### src/rtl/ppnib_pkg.sv
package ppnib_pkg;
  localparam int PP_DATA_W = 8;
  localparam int PP_CTRL_W = 4;
  localparam int IDX_W     = 3;
  localparam int NIB_W     = PP_DATA_W / 2;
  localparam int STEP_W    = 4;

  localparam logic [PP_DATA_W-1:0] BASE_REGFILE = 8'h08;
  localparam logic [PP_DATA_W-1:0] BASE_CMDSET  = 8'h10;
  localparam logic [PP_DATA_W-1:0] ADDR_RELEASE = 8'h20;
  localparam logic [PP_CTRL_W-1:0] CTRL_REST    = 4'h4;

  typedef enum logic [1:0] {
    OP_READ       = 2'd0,
    OP_WRITE      = 2'd1,
    OP_CONNECT    = 2'd2,
    OP_DISCONNECT = 2'd3
  } op_e;

  typedef enum logic [1:0] {
    SRC_ADDR  = 2'd0,
    SRC_WDATA = 2'd1,
    SRC_SAVED = 2'd2
  } dsrc_e;

  typedef struct packed {
    logic                 wr_ctrl;
    logic                 ctrl_saved;
    logic [PP_CTRL_W-1:0] ctrl;
    logic                 wr_data;
    dsrc_e                dsrc;
    logic                 samp_lo;
    logic                 samp_hi;
    logic                 last;
  } step_t;

  function automatic step_t mk_ctrl(logic [PP_CTRL_W-1:0] v, logic lo, logic hi, logic fin);
    step_t s;
    s = '0;
    s.wr_ctrl = 1'b1;
    s.ctrl    = v;
    s.samp_lo = lo;
    s.samp_hi = hi;
    s.last    = fin;
    return s;
  endfunction

  function automatic step_t mk_data(dsrc_e src);
    step_t s;
    s = '0;
    s.wr_data = 1'b1;
    s.dsrc    = src;
    return s;
  endfunction

  // Address latch strobe: seven control values applied after the address byte
  function automatic logic [PP_CTRL_W-1:0] latch_ctrl(logic [STEP_W-1:0] k);
    case (k)
      4'd0, 4'd3: return 4'hC;
      4'd1, 4'd2: return 4'hE;
      default:    return 4'h4;
    endcase
  endfunction
endpackage

### src/rtl/ppnib_hold_timer.sv
module ppnib_hold_timer #(
  parameter int HOLD = 2
) (
  input  logic clk,
  input  logic rst,
  input  logic restart,
  input  logic run,
  output logic expire
);
  localparam int CW = (HOLD > 1) ? $clog2(HOLD) : 1;

  logic [CW-1:0] cnt;

  assign expire = run && (cnt == CW'(HOLD - 1));

  always_ff @(posedge clk) begin
    if (rst || restart) begin
      cnt <= '0;
    end else if (run) begin
      cnt <= expire ? '0 : cnt + 1'b1;
    end
  end
endmodule

### src/rtl/ppnib_prog.sv
module ppnib_prog
  import ppnib_pkg::*;
(
  input  op_e               op,
  input  logic [STEP_W-1:0] idx,
  output step_t             st
);
  always_comb begin
    st = '0;
    if (op == OP_CONNECT) begin
      st = mk_ctrl(CTRL_REST, 1'b0, 1'b0, 1'b1);
    end else if (idx == 4'd0) begin
      st = mk_ctrl(CTRL_REST, 1'b0, 1'b0, 1'b0);
    end else if (idx == 4'd1) begin
      st = mk_data(SRC_ADDR);
    end else if (idx <= 4'd8) begin
      st = mk_ctrl(latch_ctrl(idx - 4'd2), 1'b0, 1'b0, 1'b0);
    end else begin
      case (op)
        OP_READ: begin
          case (idx)
            4'd9:    st = mk_ctrl(4'h6, 1'b1, 1'b0, 1'b0);
            4'd10:   st = mk_ctrl(4'h4, 1'b0, 1'b1, 1'b0);
            default: st = mk_ctrl(4'h4, 1'b0, 1'b0, 1'b1);
          endcase
        end
        OP_WRITE: begin
          case (idx)
            4'd9:    st = mk_data(SRC_WDATA);
            4'd10:   st = mk_ctrl(4'h5, 1'b0, 1'b0, 1'b0);
            4'd11:   st = mk_ctrl(4'h7, 1'b0, 1'b0, 1'b0);
            4'd12:   st = mk_ctrl(4'h5, 1'b0, 1'b0, 1'b0);
            default: st = mk_ctrl(4'h4, 1'b0, 1'b0, 1'b1);
          endcase
        end
        default: begin
          if (idx == 4'd9) begin
            st = mk_data(SRC_SAVED);
          end else begin
            st = mk_ctrl(4'h0, 1'b0, 1'b0, 1'b1);
            st.ctrl_saved = 1'b1;
          end
        end
      endcase
    end
  end
endmodule

### src/rtl/ppnib_seq.sv
module ppnib_seq
  import ppnib_pkg::*;
#(
  parameter int HOLD = 2
) (
  input  logic                 clk,
  input  logic                 rst,
  input  logic                 req_valid,
  output logic                 req_ready,
  input  logic [1:0]           req_op,
  input  logic                 req_cmdset,
  input  logic [IDX_W-1:0]     req_idx,
  input  logic [PP_DATA_W-1:0] req_wdata,
  output logic                 busy,
  output logic                 done,
  output logic [PP_DATA_W-1:0] rd_data,
  output logic [PP_DATA_W-1:0] pp_data_out,
  output logic [PP_CTRL_W-1:0] pp_ctrl_out,
  input  logic [PP_DATA_W-1:0] pp_data_in,
  input  logic [PP_CTRL_W-1:0] pp_ctrl_in,
  input  logic [PP_DATA_W-1:0] pp_status_in
);
  logic                 busy_q;
  op_e                  op_q;
  logic [STEP_W-1:0]    step_q;
  step_t                cur_q;
  step_t                nxt_st;
  op_e                  prog_op;
  logic [STEP_W-1:0]    prog_idx;
  logic [PP_DATA_W-1:0] addr_q;
  logic [PP_DATA_W-1:0] wd_q;
  logic [PP_DATA_W-1:0] saved_d;
  logic [PP_CTRL_W-1:0] saved_c;
  logic [NIB_W-1:0]     lo_nib;
  logic [NIB_W-1:0]     hi_nib;
  logic                 accept;
  logic                 step_end;

  assign accept    = req_valid && !busy_q;
  assign req_ready = !busy_q;
  assign busy      = busy_q;

  // The program is always asked for the step that is applied next
  assign prog_op  = busy_q ? op_q : op_e'(req_op);
  assign prog_idx = busy_q ? step_q + 1'b1 : '0;

  ppnib_prog u_prog (
    .op  (prog_op),
    .idx (prog_idx),
    .st  (nxt_st)
  );

  ppnib_hold_timer #(.HOLD(HOLD)) u_timer (
    .clk     (clk),
    .rst     (rst),
    .restart (accept),
    .run     (busy_q),
    .expire  (step_end)
  );

  function automatic logic [PP_DATA_W-1:0] pick_data(dsrc_e s);
    case (s)
      SRC_ADDR:  return addr_q;
      SRC_WDATA: return wd_q;
      default:   return saved_d;
    endcase
  endfunction

  always_ff @(posedge clk) begin
    if (rst) begin
      busy_q      <= 1'b0;
      done        <= 1'b0;
      rd_data     <= '0;
      pp_ctrl_out <= CTRL_REST;
      pp_data_out <= '0;
      saved_c     <= CTRL_REST;
      saved_d     <= '0;
      op_q        <= OP_READ;
      step_q      <= '0;
      cur_q       <= '0;
      addr_q      <= '0;
      wd_q        <= '0;
      lo_nib      <= '0;
      hi_nib      <= '0;
    end else begin
      done <= 1'b0;
      if (accept) begin
        busy_q <= 1'b1;
        op_q   <= op_e'(req_op);
        wd_q   <= req_wdata;
        step_q <= '0;
        cur_q  <= nxt_st;
        if (op_e'(req_op) == OP_DISCONNECT)
          addr_q <= ADDR_RELEASE;
        else
          addr_q <= (req_cmdset ? BASE_CMDSET : BASE_REGFILE)
                    + {{(PP_DATA_W-IDX_W){1'b0}}, req_idx};
        if (op_e'(req_op) == OP_CONNECT) begin
          saved_d <= pp_data_in;
          saved_c <= pp_ctrl_in;
        end
        if (nxt_st.wr_ctrl) pp_ctrl_out <= nxt_st.ctrl;
      end else if (step_end) begin
        if (cur_q.samp_lo) lo_nib <= pp_status_in[PP_DATA_W-1 -: NIB_W];
        if (cur_q.samp_hi) hi_nib <= pp_status_in[PP_DATA_W-1 -: NIB_W];
        if (cur_q.last) begin
          busy_q <= 1'b0;
          done   <= 1'b1;
          if (op_q == OP_READ) rd_data <= {hi_nib, lo_nib};
        end else begin
          step_q <= prog_idx;
          cur_q  <= nxt_st;
          if (nxt_st.wr_ctrl)
            pp_ctrl_out <= nxt_st.ctrl_saved ? saved_c : nxt_st.ctrl;
          if (nxt_st.wr_data)
            pp_data_out <= pick_data(nxt_st.dsrc);
        end
      end
    end
  end
endmodule

### config.mk
export PLATFORM = sky130hd
export DESIGN_NAME = ppnib_seq
export DESIGN_NICKNAME = d
export VERILOG_FILES = /design/src/rtl/ppnib_pkg.sv /design/src/rtl/ppnib_hold_timer.sv /design/src/rtl/ppnib_prog.sv /design/src/rtl/ppnib_seq.sv
export SDC_FILE = /design/constraint.sdc
export NUM_CORES = 1
export LEC_CHECK = 0
export BUFFER_PORTS_ARGS = -buffer_cell sky130_fd_sc_hd__clkbuf_2
export CORE_MARGIN = 3
export CORE_UTILIZATION = 54
export DETAILED_ROUTE_END_ITERATION = 8
export GPL_ROUTABILITY_DRIVEN = 0
export PLACE_DENSITY_LB_ADDON = 0.1
export SLEW_MARGIN = 20
export SYNTH_ARGS = -nofsm -noshare
export SYNTH_HDL_FRONTEND = slang
export SYNTH_SLANG_ARGS = --single-unit
### constraint.sdc
create_clock -name clk -period 3.2 [get_ports clk]
set_input_delay 0.48 -clock clk [delete_from_list [all_inputs] [get_ports clk]]
set_output_delay 0.48 -clock clk [all_outputs]
set_load 0.01 [all_outputs]
==> results.sh <==
export IMPL_setup_viol=0
export IMPL_path_clk_slew_ps=80
export IMPL_p_comb_share_pct=7.2
export IMPL_ys_warn_count=0
export IMPL_cp_required_ps=3460
export IMPL_utilization_pct=66.3
export IMPL_maxClockFrequency_mhz=399
export IMPL_synthTopCellsByCount="nand2_1 (71), dfxtp_1 (66), nor2_1 (41), a21oi_1 (39), mux2i_1 (23)"
export IMPL_ios=60
export IMPL_grt_max_degree=41
export IMPL_dr_pass1_iters=5
export IMPL_worstHoldPathType="primary input to flop"
export IMPL_n_antenna_cell=0
export IMPL_synth_cells=356
export IMPL_antenna_left=0
export IMPL_dp_cells=461
export IMPL_die_area_sq_um=6310
export IMPL_power_leakage_nw=1.45
export IMPL_grt_usage_pct=22.4
export IMPL_io_buffers=55
export IMPL_antenna_found_initial=0
export IMPL_postCtsHoldBufs=0
export IMPL_die_x_um=79.5
export IMPL_drc=0
export IMPL_hpwl_um=4580
export IMPL_vias_per_cell=5.43
export IMPL_avgSynthCellArea_sq_um=8.19
export IMPL_syn_nets=395
export IMPL_ir_worst_vdd_mv=0.301
export IMPL_fin_crit_sh_pct=78.4
export IMPL_yosysTopAreaCell="dfxtp_1"
export IMPL_power_switching_mw=0.409
export IMPL_netlist_area_sq_um=2910
export IMPL_fin_crit_ps=2510
export IMPL_grt_overflow=0
export IMPL_drv_slew=0
export IMPL_cts_tree="yes"
export IMPL_cp_arrival_ps=2770
export IMPL_numCtsBuffers=9
export IMPL_dr_total_vias=2588
export IMPL_end_kind="flop"
export IMPL_ys_ff_latch=66
export IMPL_ys_types=45
export IMPL_cts_setup_buffers=0
export IMPL_area_growth_pct=17.6
export IMPL_critPathTopFamily="simple AND/OR/NAND/NOR gates"
export IMPL_initial_core_util_pct=56.3
export IMPL_switching_share_pct=23.8
export IMPL_intPower_mw=1.31
export IMPL_synthMostInstantiatedCell="nand2_1"
export IMPL_yosysSeqAreaShare_pct=45.3
export IMPL_holdWs_ps=356
export IMPL_fin_worst_skew_ps=10.4
export IMPL_coreArea_sq_um=5170
export IMPL_worstPathCellList="ha_1 -> and2b_1 -> nand3_1 -> a31o_1 -> or4_4 -> o31ai_2"
export IMPL_grt_pass1_vias=2333
export IMPL_cp_start_kind="flop"
export IMPL_async_flop_share_pct=0
export IMPL_instances_no_fill=477
export IMPL_rsz0062_at_grt="no"
export IMPL_critical_path_class="flop to flop"
export IMPL_numClockSinks=66
export IMPL_yosys_most_used_dff="dfxtp_1"
export IMPL_status="complete, no violations"
export IMPL_num_rows=26
export IMPL_setup_tns_ps=0
export IMPL_synth_edf_count=0
export IMPL_ctsHtreeMaxLevel=3
export IMPL_crit_fanout=10
export IMPL_hold_viol_final=0
export IMPL_seq_power_share_pct=49.7
export IMPL_wl_per_cell_um=13.8
export IMPL_clock_latency_ps=340
export IMPL_drv_max_cap_violation_count=0
export IMPL_grt_pass1_wl_um=11000
export IMPL_drt_iter0_drc=162
export IMPL_relSlewSlack_pct=46.1
export IMPL_root_buffer="clkbuf_8"
export IMPL_cts_buffer_depth=2
export IMPL_post_cts_resized=0
export IMPL_synth_top_area_share_pct=45.3
export IMPL_critPathSlowestCell="or4_4"
export IMPL_synth_area_leaders="dfxtp_1 (45%), nand2_1 (9.1%), mux2i_1 (7.9%)"
export IMPL_wl_um=6600
export IMPL_num_nets_final=441
export IMPL_crit_path_max_incr_delay_ps=560
export IMPL_worst_slew_pin_slew_ps=805
export IMPL_power_frac_clock_pct=43.0
export IMPL_drive_above_1_share_pct=21.4
export IMPL_p_per_area_nw_per_um2=502
export IMPL_die_y_um=79.5
export IMPL_worst_path_buf_inv=0
[worst min-delay path, delay by kind of cell]
| family | cells | cell delay [ps] |
|---|---|---|
| simple gates | 1 | 40 |
| compound gates | 1 | 50 |
| buf+inv | 1 | 80 |
[power groups by stage]
stage / clock (mW) / sequential (mW) / combinational [mW]
floorplan: 0 / 0.867 / 0.0828
global placement: 0 / 0.874 / 0.122
detailed placement: 0 / 0.874 / 0.124
CTS: 0.749 / 0.855 / 0.124
global route: 0.791 / 0.858 / 0.139
finish: 0.741 / 0.856 / 0.124
[logic make-up (layout without fill, tap and decap cells)]
kind of cell	Yosys count	in the layout	share of synthesized area (%)
and+or+nand+nor	159	159	24.3
adders and majority gates	2	2	0.859
DFF	66	66	45.3
buffers and inverters	29	80	3.99
AOI/OAI and AO/OA	70	70	14.6
xor gates and xnor gates	3	3	1.55
muxes	27	27	9.45
[layout make-up]
class,instances,area [sq um]
Inverter,4,15.0
Timing Repair Buffer,60,313
Sequential cell,66,1320
Multi-Input combinational cell,261,1480
Tap cell,70,87.6
Fill cell,462,1750
Clock inverter,4,48.8
Clock buffer,12,165
[layout by cell type, fill, tap and decap left out, drive strengths merged, types with 3 or more instances in the layout]
cell    count
a21oi      39
a22oi       7
and3        3
buf         5
clkbuf     67
clkinv      3
dfxtp      66
inv         4
mux2        4
mux2i      23
nand2      71
nand2b      6
nand3      11
nor2       41
nor2b       3
nor3       11
o211ai      6
o21ai       6
or3         4
[state kept, by name, indices dropped and copies added, names as in the netlist, 2 cells and up]
register	cells
saved_c	4
lo_nib	4
pp_data_out	8
pp_ctrl_out	4
wd_q	8
rd_data	8
saved_d	8
step_q	4
cur_q	3
addr_q	6
hi_nib	4
op_q	2
[metal layers]
metal	GRT usage [%]	part of all wire, %
met5	0	0
met4	8.25	0.91
met3	5.08	4.8
met2	35.1	47
met1	30.1	47
[per-stage QoR]
| stage | power [mW] | setup WS [ps] | area [sq um] |
|---|---|---|---|
| detailed placement | 0.998 | 721 | 3210 |
| finish | 1.72 | 692 | 3430 |
| floorplan | 0.950 | 943 | 2910 |
| global route | 1.79 | 542 | 3430 |
| global placement | 0.996 | 782 | 3210 |
| CTS | 1.73 | 714 | 3430 |
[path summary, 6_finish.rpt]
| check | start | to | slack, ps | cells after the start |
|---|---|---|---|---|
| max | step_q[0]$_SDFFE_PP0P_ | pp_ctrl_out[1]$_SDFFE_PP0P_ | 690 | 6 |
| min | pp_data_in[5] | saved_d[5]$_SDFFE_PP0P_ | 360 | 3 |
| max reg2reg | step_q[0]$_SDFFE_PP0P_ | pp_ctrl_out[1]$_SDFFE_PP0P_ | 690 | 6 |
| min reg2reg | wd_q[3]$_SDFFE_PP0P_ | wd_q[3]$_SDFFE_PP0P_ | 450 | 2 |
(Power assumes the default switching activity.)
